<file path="src/rtl/rdo_seq_pkg.sv">
package rdo_seq_pkg;
   typedef enum logic [2:0] {
      PH_IDLE  = 3'd0,
      PH_FHEAD = 3'd1,
      PH_HEAD  = 3'd2,
      PH_GAP   = 3'd3,
      PH_FTAIL = 3'd4,
      PH_TAIL  = 3'd5
   } phase_e;

   function automatic int unsigned max2(input int unsigned a, input int unsigned b);
      return (a > b) ? a : b;
   endfunction
endpackage

</file>
<file path="src/rtl/rdo_seq_ctrl.sv">
module rdo_seq_ctrl
   import rdo_seq_pkg::*;
#(
   parameter int unsigned N_HDR  = 2,
   parameter int unsigned N_TAIL = 6,
   parameter int unsigned SEL_W  = 3,
   parameter int unsigned CNT_W  = 3
) (
   input  logic             clk,
   input  logic             rst_n,
   input  logic             tick,
   input  logic             start,
   input  logic             tok_ret,
   output logic             fetch,
   output logic [SEL_W-1:0] sel,
   output logic             drive,
   output logic             tok_out,
   output logic             busy
);
   localparam logic [CNT_W-1:0] HDR_LAST  = CNT_W'(N_HDR - 1);
   localparam logic [CNT_W-1:0] TAIL_LAST = CNT_W'(N_TAIL - 1);
   localparam logic [SEL_W-1:0] TAIL_BASE = SEL_W'(N_HDR);

   phase_e           phase;
   logic [CNT_W-1:0] idx;
   logic             last_hdr;
   logic             last_tail;

   assign last_hdr  = (phase == PH_HEAD) && (idx == HDR_LAST);
   assign last_tail = (phase == PH_TAIL) && (idx == TAIL_LAST);

   always_ff @(posedge clk) begin
      if (!rst_n) begin
         phase <= PH_IDLE;
         idx   <= '0;
      end else if (tick) begin
         unique case (phase)
            PH_IDLE: begin
               if (start) phase <= PH_FHEAD;
            end
            PH_FHEAD: begin
               phase <= PH_HEAD;
               idx   <= '0;
            end
            PH_HEAD: begin
               if (last_hdr) begin
                  phase <= PH_GAP;
                  idx   <= '0;
               end else begin
                  idx <= idx + 1'b1;
               end
            end
            PH_GAP: begin
               if (tok_ret) phase <= PH_FTAIL;
            end
            PH_FTAIL: begin
               phase <= PH_TAIL;
               idx   <= '0;
            end
            PH_TAIL: begin
               if (last_tail) begin
                  phase <= start ? PH_FHEAD : PH_IDLE;
                  idx   <= '0;
               end else begin
                  idx <= idx + 1'b1;
               end
            end
            default: phase <= PH_IDLE;
         endcase
      end
   end

   always_comb begin
      fetch = 1'b0;
      sel   = '0;
      unique case (phase)
         PH_FHEAD: fetch = 1'b1;
         PH_HEAD: if (!last_hdr) begin
            fetch = 1'b1;
            sel   = SEL_W'(idx) + SEL_W'(1);
         end
         PH_FTAIL: begin
            fetch = 1'b1;
            sel   = TAIL_BASE;
         end
         PH_TAIL: if (!last_tail) begin
            fetch = 1'b1;
            sel   = TAIL_BASE + SEL_W'(idx) + SEL_W'(1);
         end
         default: ;
      endcase
   end

   assign drive   = (phase == PH_HEAD) || (phase == PH_TAIL);
   assign tok_out = last_hdr || (phase == PH_GAP) || (phase == PH_FTAIL) ||
                    ((phase == PH_TAIL) && !last_tail);
   assign busy    = (phase != PH_IDLE) && !last_tail;
endmodule

</file>
<file path="src/rtl/rdo_word_pipe.sv">
module rdo_word_pipe #(
   parameter int unsigned DATA_W    = 16,
   parameter bit          RELEASE_Z = 1'b0
) (
   input  logic              clk,
   input  logic              rst_n,
   input  logic              tick,
   input  logic              fetch,
   input  logic              drive,
   input  logic [DATA_W-1:0] word_in,
   output logic [DATA_W-1:0] bus_out,
   output logic              bus_valid
);
   logic [DATA_W-1:0] hold;

   always_ff @(posedge clk) begin
      if (!rst_n)              hold <= '0;
      else if (tick && fetch)  hold <= word_in;
   end

   assign bus_valid = drive;

   generate
      if (RELEASE_Z) begin : g_release_z
         assign bus_out = drive ? hold : 'z;
      end else begin : g_release_zero
         assign bus_out = drive ? hold : '0;
      end
   endgenerate
endmodule

</file>
<file path="src/rtl/rdo_frame_seq.sv">
module rdo_frame_seq
   import rdo_seq_pkg::*;
#(
   parameter int unsigned DATA_W    = 16,
   parameter int unsigned N_HDR     = 2,
   parameter int unsigned N_LOC     = 4,
   parameter int unsigned N_TRL     = 2,
   parameter bit          RELEASE_Z = 1'b0,
   localparam int unsigned N_TAIL   = N_LOC + N_TRL,
   localparam int unsigned N_WORDS  = N_HDR + N_TAIL,
   localparam int unsigned SEL_W    = (N_WORDS > 1) ? $clog2(N_WORDS) : 1
) (
   input  logic              clk,
   input  logic              rst_n,
   input  logic              tick,
   input  logic              start,
   input  logic              tok_ret,
   input  logic [DATA_W-1:0] word_in,
   output logic [SEL_W-1:0]  word_sel,
   output logic [DATA_W-1:0] bus_out,
   output logic              bus_valid,
   output logic              tok_out,
   output logic              busy
);
   localparam int unsigned CNT_W = $clog2(max2(N_HDR, N_TAIL) + 1);

   generate
      if (N_HDR < 1) begin : g_bad_hdr
         $error("rdo_frame_seq: N_HDR must be at least 1");
      end
      if (N_TRL < 1) begin : g_bad_trl
         $error("rdo_frame_seq: N_TRL must be at least 1");
      end
      if (DATA_W < 1) begin : g_bad_w
         $error("rdo_frame_seq: DATA_W must be at least 1");
      end
   endgenerate

   logic fetch;
   logic drive;

   rdo_seq_ctrl #(
      .N_HDR (N_HDR),
      .N_TAIL(N_TAIL),
      .SEL_W (SEL_W),
      .CNT_W (CNT_W)
   ) u_ctrl (
      .clk    (clk),
      .rst_n  (rst_n),
      .tick   (tick),
      .start  (start),
      .tok_ret(tok_ret),
      .fetch  (fetch),
      .sel    (word_sel),
      .drive  (drive),
      .tok_out(tok_out),
      .busy   (busy)
   );

   rdo_word_pipe #(
      .DATA_W   (DATA_W),
      .RELEASE_Z(RELEASE_Z)
   ) u_pipe (
      .clk      (clk),
      .rst_n    (rst_n),
      .tick     (tick),
      .fetch    (fetch),
      .drive    (drive),
      .word_in  (word_in),
      .bus_out  (bus_out),
      .bus_valid(bus_valid)
   );
endmodule

</file>
<file path="config.mk">
export PLATFORM = sky130hd
export DESIGN_NAME = rdo_frame_seq
export DESIGN_NICKNAME = d
export VERILOG_FILES = /design/src/rtl/rdo_seq_pkg.sv /design/src/rtl/rdo_seq_ctrl.sv /design/src/rtl/rdo_word_pipe.sv /design/src/rtl/rdo_frame_seq.sv
export SDC_FILE = /design/constraint.sdc
export NUM_CORES = 1
export LEC_CHECK = 0
export BUFFER_PORTS_ARGS = -buffer_cell sky130_fd_sc_hd__buf_2
export CAP_MARGIN = 20
export CELL_PAD_IN_SITES_DETAIL_PLACEMENT = 1
export CELL_PAD_IN_SITES_GLOBAL_PLACEMENT = 2
export CORE_UTILIZATION = 30
export DETAILED_ROUTE_END_ITERATION = 12
export GPL_TIMING_DRIVEN = 0
export PLACE_DENSITY = 0.85
export SYNTH_ARGS = -nofsm -noshare
export SYNTH_HDL_FRONTEND = slang
export SYNTH_SLANG_ARGS = --single-unit
export TNS_END_PERCENT = 1
</file>
<file path="constraint.sdc">
create_clock -name clk -period 3.6 [get_ports clk]
set_input_delay 0.72 -clock clk [delete_from_list [all_inputs] [get_ports clk]]
set_output_delay 0.72 -clock clk [all_outputs]
set_load 0.05 [all_outputs]
</file>
Word-level counts from Yosys, hierarchy flattened:

Index checks and enable logic that the tools add are counted.
Widths: inputs -> output; s select.

* register bits after elaboration: 22
* input bits: 21
* word-level logic and storage cells: 48

* add/sub/neg operators: 3
* eq/ne operators: 11
* muxes and demuxes: 15
* reductions and logical operators: 16

Operators with widths (number)
* $mux 3: 7
* $pmux 3 s3: 2
* $pmux 3 s6: 1
* $mux 16: 1
* $eq 3x3->1 const B: 3
* $add 3x1->3 const B: 2
* $eq 3x1->1 const B: 2
* $eq 3x2->1 const B: 2
* $reduce_bool 3->1: 2
* $logic_and 1x1->1: 5
* $reduce_and 5->1: 1
* $logic_or 1x1->1: 4
* $ne 2x1->1 const B: 2
* $ne 2x2->1 const B: 2
* $add 2x3->3 const A: 1
* $logic_not 3->1: 1
* $mux 1: 3
* $pmux 1 s3: 1
* $reduce_and 2->1: 1
* $reduce_or 2->1: 1
* $logic_not 1->1: 1

Depth between registers and ports, before layout:

Gate-level depths: netlist of the first run.

* word-level depth: 5
* mapped depth: 8

Hierarchy:

Synthesis of the first run repeated with hierarchy kept, for this count alone.

* cell total of the unflattened synthesis: 167
* area total of the unflattened synthesis: 1356.3 um^2

Modules (own cells, without submodules)
* rdo_word_pipe: instances 1, cells an instance 91, area each 779.5 um^2, seq. area each 320.3 um^2
* rdo_seq_ctrl: instances 1, cells an instance 76, area each 576.8 um^2, seq. area each 120.1 um^2

Worst setup path before layout of the first run:

Ideal clock, no wire load.

* path type: register to output
* from: reg u_ctrl.phase[2]
* to: out bus_out[10]
* arrival: 1902 ps
* data required time: 2880 ps
* slack: 978 ps
* cell stages (with the launch flop): 7
* buffers on the path: 2
* path through: dfxtp_1 > buf_2 > nor2_1 > nand2_1 > nand2_1 > clkbuf_1 > and2_1

* longest elaborated chain between the ends: 3
* elaborated cells on any way between the ends: 4

Ends and longest elaborated chain
* from (decl): line rdo_seq_ctrl.sv:24 `phase_e phase;`
* from (signal assigned): line rdo_seq_ctrl.sv:62 `phase <= start ? PH_FHEAD : PH_IDLE;`
* $eq 3x2->1 / $eq 3x3->1 (equally long branches): line rdo_seq_ctrl.sv:94 `assign drive = (phase == PH_HEAD) || (phase == PH_TAIL);`
* $logic_or 1x1->1 (*): line rdo_seq_ctrl.sv:94
* named net bus_valid: line rdo_frame_seq.sv:21 `output logic bus_valid,`
* $mux 16 (*): line rdo_word_pipe.sv:27 `assign bus_out = drive ? hold : '0;`
* to (decl): line rdo_frame_seq.sv:20 `output logic [DATA_W-1:0] bus_out,`

The timed path passes the listed nets; every way through them passes the cells marked *.

Worst setup path in the final report of the first run:

* from: reg u_ctrl.phase[2]
* to: out bus_out[11]

* longest elaborated chain between the ends: 3
* elaborated cells on any way between the ends: 4

Ends and longest elaborated chain (line)
* $eq 3x2->1 / $eq 3x3->1 (equally long branches): rdo_seq_ctrl.sv:94
* $logic_or 1x1->1 (*): rdo_seq_ctrl.sv:94
* $mux 16 (*): rdo_word_pipe.sv:27

Mark *: on every way between the ends. The rest lies on a longest branch, timed or not.

==> qor.yml, run 1 <==
rsz0062_at_grt: "false"
finalSetupViolCount: 0
place_congestion: 0.799
routed_wl_um: 3710
cts_inserted_buffers: 3
synth_commonest_cells: "nand2_1, dfxtp_1, and2_1, mux2i_1, nor2_1"
period_share: 0.772
grt_pass1_wl_um: 5870
wl_per_cell_um: 14.2
critPathLaunchType: "flip-flop"
via_count: 1298
cellInternalPower_uw: 439
grt_pass1_vias: 1336
holdPathStages: 2
yosysTopAreaCellShare: 0.329
synth.most_common_cell: "nand2_1"
syn_area_um2: 1340
tightest_slew_ns: 0.508
cts_root_buf: "clkbuf_8"
die_height_um: 68.8
grt_max_degree: 14
hpwl_um: 2910
core-area_um2: 4140
cp-end-kind: "output port"
start_util: 0.323
synthArstFlopShare: 0
drt_iter0_markers: 28
crit_fanout: 10
clkTransAtPathRegs_ns: 0.08
criticalPathCategory: "reg2out"
synth_nets: 190
reg2reg_depth: 5
synth.yosys.seq_area_share: 0.329
vias_per_cell: 4.97
cap_violations: 0
final_area_um2: 1680
die_x_um: 68.8
ys_ff_latch: 22
cp.arrival_ns: 2.06
final_net_count: 236
yosysUniqueCellTypes: 38
syn_to_final_growth_pct: 25.4
n_antenna_cell: 0
synth_edf_count: 0
rows: 23
timing.fmax_mhz: 360
yosys_warnings: 0
drc: 0
relSlewSlack: 0.659
power_frac_comb: 0.161
pre_cts_ws_ns: 1.09
setup_tns_ns: 0
outcome: "finished, final reports clean"
switching_share: 0.249
maxSlewViolCount: 0
fin_crit_ns: 2.78
io_buffer_count: 41
overflow: 0
cts_tree: "yes"
leakage_nw: 0.761
power_frac_seq: 0.445
power_uw: 584
p_switching_uw: 146
yosys_most_used_dff: "dfxtp_1"
setup_ws_ns: 0.820
layout-drive-gt1-share: 0.270
firstDrtPassIters: 3
place_area_um2: 1610
cts_setup_buffers: 0
synth_top_area_cell: "dfxtp_1"
vdd_ir_drop_max_mv: 0.145
ant_nets: 0
hold_viol: 0
pin_count: 43
syn_inst: 166
powerDensity_nw_per_um2: 349
pwr-share-clk: 0.394
hold_path_class: "reg2reg"
clock-sinks: 22
cts_resized: 0
die-area_um2: 4730
fin_skew_ns: 0.00293
clockBufferDepth: 2
antenna_found_initial: 0
groute.usage.overall: 0.168
h-tree-depth: 1
insertion_delay_ns: 0.26
worstPathRequired_ns: 2.88
hold_buffers: 0
synthTopCellsByArea: "dfxtp_1, mux2i_1, nand2_1, and2_1, ha_1"
syn_avg_cell_area_um2: 8.06
[kinds of logic after synthesis]
group,count (synthesis),synth area share
AO/OA/AOI/OAI,25,0.127
adder cells (fa/ha/maj),3,0.0281
buffers and inverters,18,0.0973
flip-flops,22,0.329
AND/OR/NAND/NOR,82,0.298
multiplexers,16,0.120
[sequential cells by signal, summed over array words and instances (netlist names)]
register      flops
u_pipe.hold      16
u_ctrl.idx        3
u_ctrl.phase      3
[layout by cell type (no fill, tap or decap), types with 2 or more instances in the layout]
| master | count |
|---|---|
| nand3_1 | 2 |
| o21ai_0 | 3 |
| buf_6 | 3 |
| dfxtp_1 | 22 |
| a21oi_1 | 6 |
| o22ai_1 | 2 |
| inv_1 | 6 |
| ha_1 | 3 |
| nor3_1 | 2 |
| clkbuf_8 | 3 |
| o21ai_1 | 2 |
| nand2_1 | 42 |
| and2_1 | 16 |
| o211ai_1 | 3 |
| a31oi_1 | 2 |
| nand2b_1 | 3 |
| nor2_1 | 7 |
| buf_2 | 44 |
| dlygate4sd1_1 | 2 |
| and3_1 | 3 |
| mux2i_1 | 16 |
[per-layer routing]
metal	wire [um]	GRT usage
met5	0	0
met4	14	0.0408
met3	180	0.0411
met2	1840	0.317
met1	1670	0.186
[worst max-delay path: stages, from the launching register on]
cell and delay (ns):
dfxtp_1 0.38, nor2b_1 0.26, nand2_1 0.14, nand2_1 0.23, clkbuf_1 0.34, and2_1 0.18, buf_2 0.26
[metrics by stage]
step                cells  hold slack (ns)   util
floorplan             166            0.430      -
global placement      257            0.438  0.387
detailed placement    257            0.452  0.387
CTS                   261            0.464  0.405
global route          261            0.486  0.405
finish                261            0.461  0.405
[power by group through the flow]
stage,registers [mW],logic (mW),clock network (mW)
after floorplan,0.264,0.0658,0
after global placement,0.265,0.0906,0
after detailed placement,0.266,0.0955,0
after CTS,0.260,0.0956,0.238
after global routing,0.261,0.102,0.248
final,0.260,0.0944,0.230
[cell type report]
| cell class | instances | area (um2) |
|---|---|---|
| Timing Repair Buffer | 41 | 205 |
| Multi-Input combinational cell | 126 | 767 |
| Fill cell | 532 | 2470 |
| Clock inverter | 1 | 30.0 |
| Sequential cell | 22 | 440 |
| Clock buffer | 3 | 41.3 |
| Buffer | 12 | 108 |
| Tap cell | 50 | 62.6 |
| Inverter | 6 | 22.5 |
[path summary, 6_finish.rpt]
path	start	endpoint	slack [ns]
setup / recovery	u_ctrl.phase[2]	bus_out[11]	0.82
hold / removal	u_pipe.hold[9]	u_pipe.hold[9]	0.46
setup reg to reg	u_ctrl.idx[0]	u_ctrl.phase[2]	1.74
hold reg to reg	u_pipe.hold[9]	u_pipe.hold[9]	0.46
No activity file was read; power rests on OpenSTA's default activity.
==> inputs of run 2 (changes only) <==
--- a/config.mk
+++ b/config.mk
@@ -9,10 +9,10 @@
 export CAP_MARGIN = 20
 export CELL_PAD_IN_SITES_DETAIL_PLACEMENT = 1
 export CELL_PAD_IN_SITES_GLOBAL_PLACEMENT = 2
-export CORE_UTILIZATION = 30
+export CORE_UTILIZATION = 28
 export DETAILED_ROUTE_END_ITERATION = 12
 export GPL_TIMING_DRIVEN = 0
-export PLACE_DENSITY = 0.85
+export PLACE_DENSITY = 0.81
 export SYNTH_ARGS = -nofsm -noshare
 export SYNTH_HDL_FRONTEND = slang
 export SYNTH_SLANG_ARGS = --single-unit
==> constraint.sdc (replaced) <==
create_clock -name clk -period 2.7 [get_ports clk]
set_input_delay 0.54 -clock clk [delete_from_list [all_inputs] [get_ports clk]]
set_output_delay 0.54 -clock clk [all_outputs]
set_load 0.05 [all_outputs]
==> run 2 against run 1 <==
Net effect: the run now ends with design-rule violations left; final cell count increased by 0.77%; non-clock buffer count unchanged; setup slack lost 0.64 ns; utilization fell by 3.3 points; die area grew 6.9%; combinational power rose by 31%; first-iteration DRC count up 64%; power grew 22%; clock skew up 0.0047 ns; sequential power increased by 33%.
==> qor.yml, run 2 (synthesis gave the netlist of run 1 again) <==
outcome: "finished, violations left"
violations: "design-rule violations"
die-area_um2: 5060
insertion_delay_ns: 0.26
vdd_ir_drop_max_mv: 0.194
firstDrtPassIters: 8
top_register: "u_pipe.hold"
cap_violations: 0
hold_viol: 0
relSlewSlack: 0.675
via_count: 1259
setup_tns_ns: 0
cp.arrival_ns: 1.98
start_util: 0.299
grt_pass1_vias: 1176
die_x_um: 71.1
place_area_um2: 1610
antenna_found_initial: 0
power_frac_seq: 0.486
place_congestion: 0.720
n_antenna_cell: 0
num-fill-cells: 566
clockBufferDepth: 2
overflow: 0
cts_tree: "yes"
cp-end-kind: "output port"
fin_skew_ns: 0.00768
post-place-cells: 259
p_switching_uw: 196
drt_iter0_markers: 46
ant_nets: 0
largest_reg_flops: 16
routed_wl_um: 3460
syn_to_final_growth_pct: 24.4
final_common_cell: "buf_2"
critPathLaunchType: "flip-flop"
wl_per_cell_um: 13.1
crit_fanout: 7
switching_share: 0.275
cts_root_buf: "clkbuf_8"
power_uw: 713
io_buffer_count: 41
criticalPathCategory: "reg2out"
cts_setup_buffers: 0
powerDensity_nw_per_um2: 429
core-area_um2: 4470
fin_crit_ns: 2.52
hpwl_um: 2600
period_share: 0.933
grt_pass1_wl_um: 5590
grt_max_degree: 13
worstPathRequired_ns: 2.16
timing.fmax_mhz: 397
final_area_um2: 1660
clkTransAtPathRegs_ns: 0.09
pwr-share-clk: 0.340
power_frac_comb: 0.174
clock-sinks: 22
h-tree-depth: 1
vias_per_cell: 4.79
rows: 24
rsz0062_at_grt: "false"
die_height_um: 71.1
cellInternalPower_uw: 517
layout-drive-gt1-share: 0.275
cts_inserted_buffers: 3
pin_count: 43
layout_common_cells: "buf_2, nand2_1, dfxtp_1, and2_1, mux2i_1"
finalSetupViolCount: 0
final_net_count: 236
groute.usage.overall: 0.140
instances_no_fill: 263
tightest_slew_ns: 0.485
drc: 5
hold_path_class: "reg2reg"
reg_top3: "u_pipe.hold (16), u_ctrl.idx (3), u_ctrl.phase (3)"
maxSlewViolCount: 0
leakage_nw: 0.757
-- run 2: changes by cell type in the layout (fill, tap and decap cells not counted), sizes merged --
cell and change:
bufinv -1, clkbuf +1
-- run 2: power by group through the flow --
stage          combinational (mW)  sequential, mW  clock [mW]
2_1_floorplan              0.0877           0.351           0
3_3_place_gp                0.124           0.354           0
3_5_place_dp                0.125           0.354           0
4_1_cts                     0.125           0.346       0.252
5_1_grt                     0.136           0.349       0.266
6_report                    0.124           0.346       0.242
-- run 2: critical path, stage by stage (launching register included) --
cell and delay, ns:
dfxtp_1 0.36, inv_1 0.07, ha_1 0.25, nor2b_2 0.20
nor3_2 0.38, nor2_1 0.10, nor2_1 0.09, buf_2 0.26
-- run 2: cell type report --
cell class,count,area (um2),area share
buffer,12,109,0.0654
inverter,6,22.5,0.0135
clock buffer,4,55.1,0.0331
timing repair buffer,41,205,0.123
multi-input combinational,126,767,0.461
sequential,22,440,0.265
tap,52,65.1,0.0391
-- run 2: per-layer routing --
layer | wire (um) | global-route usage | up-vias
li1 | - | - | 650
met1 | 1770 | 0.194 | 572
met2 | 1480 | 0.222 | 33
met3 | 171 | 0.0242 | 4
met4 | 38 | 0.0467 | 0
met5 | 0 | 0 | -
-- run 2: what timing repair did --
action	4_1_cts	5_1_grt
gates resized for setup	0	2
hold endpoints to repair	0	0
setup endpoints to repair	0	9
hold buffers	0	0
-- run 2: final timing paths --
| path | from | to | slack [ns] | depth (start not counted) |
|---|---|---|---|---|
| setup / recovery | u_ctrl.idx[1] | word_sel[0] | 0.18 | 7 |
| hold / removal | u_pipe.hold[7] | u_pipe.hold[7] | 0.46 | 2 |
| setup reg to reg | u_ctrl.idx[0] | u_ctrl.phase[2] | 0.88 | 5 |
| hold reg to reg | u_pipe.hold[7] | u_pipe.hold[7] | 0.46 | 2 |
-- run 2: metrics by stage --
stage / hold WS (ns) / util / setup slack (ns)
6_report: 0.456 / 0.372 / 0.180
2_1_floorplan: 0.430 / - / 0.258
5_1_grt: 0.472 / 0.372 / 0.0284
4_1_cts: 0.460 / 0.372 / 0.0554
3_3_place_gp: 0.439 / 0.359 / 0.346
3_5_place_dp: 0.447 / 0.359 / 0.354
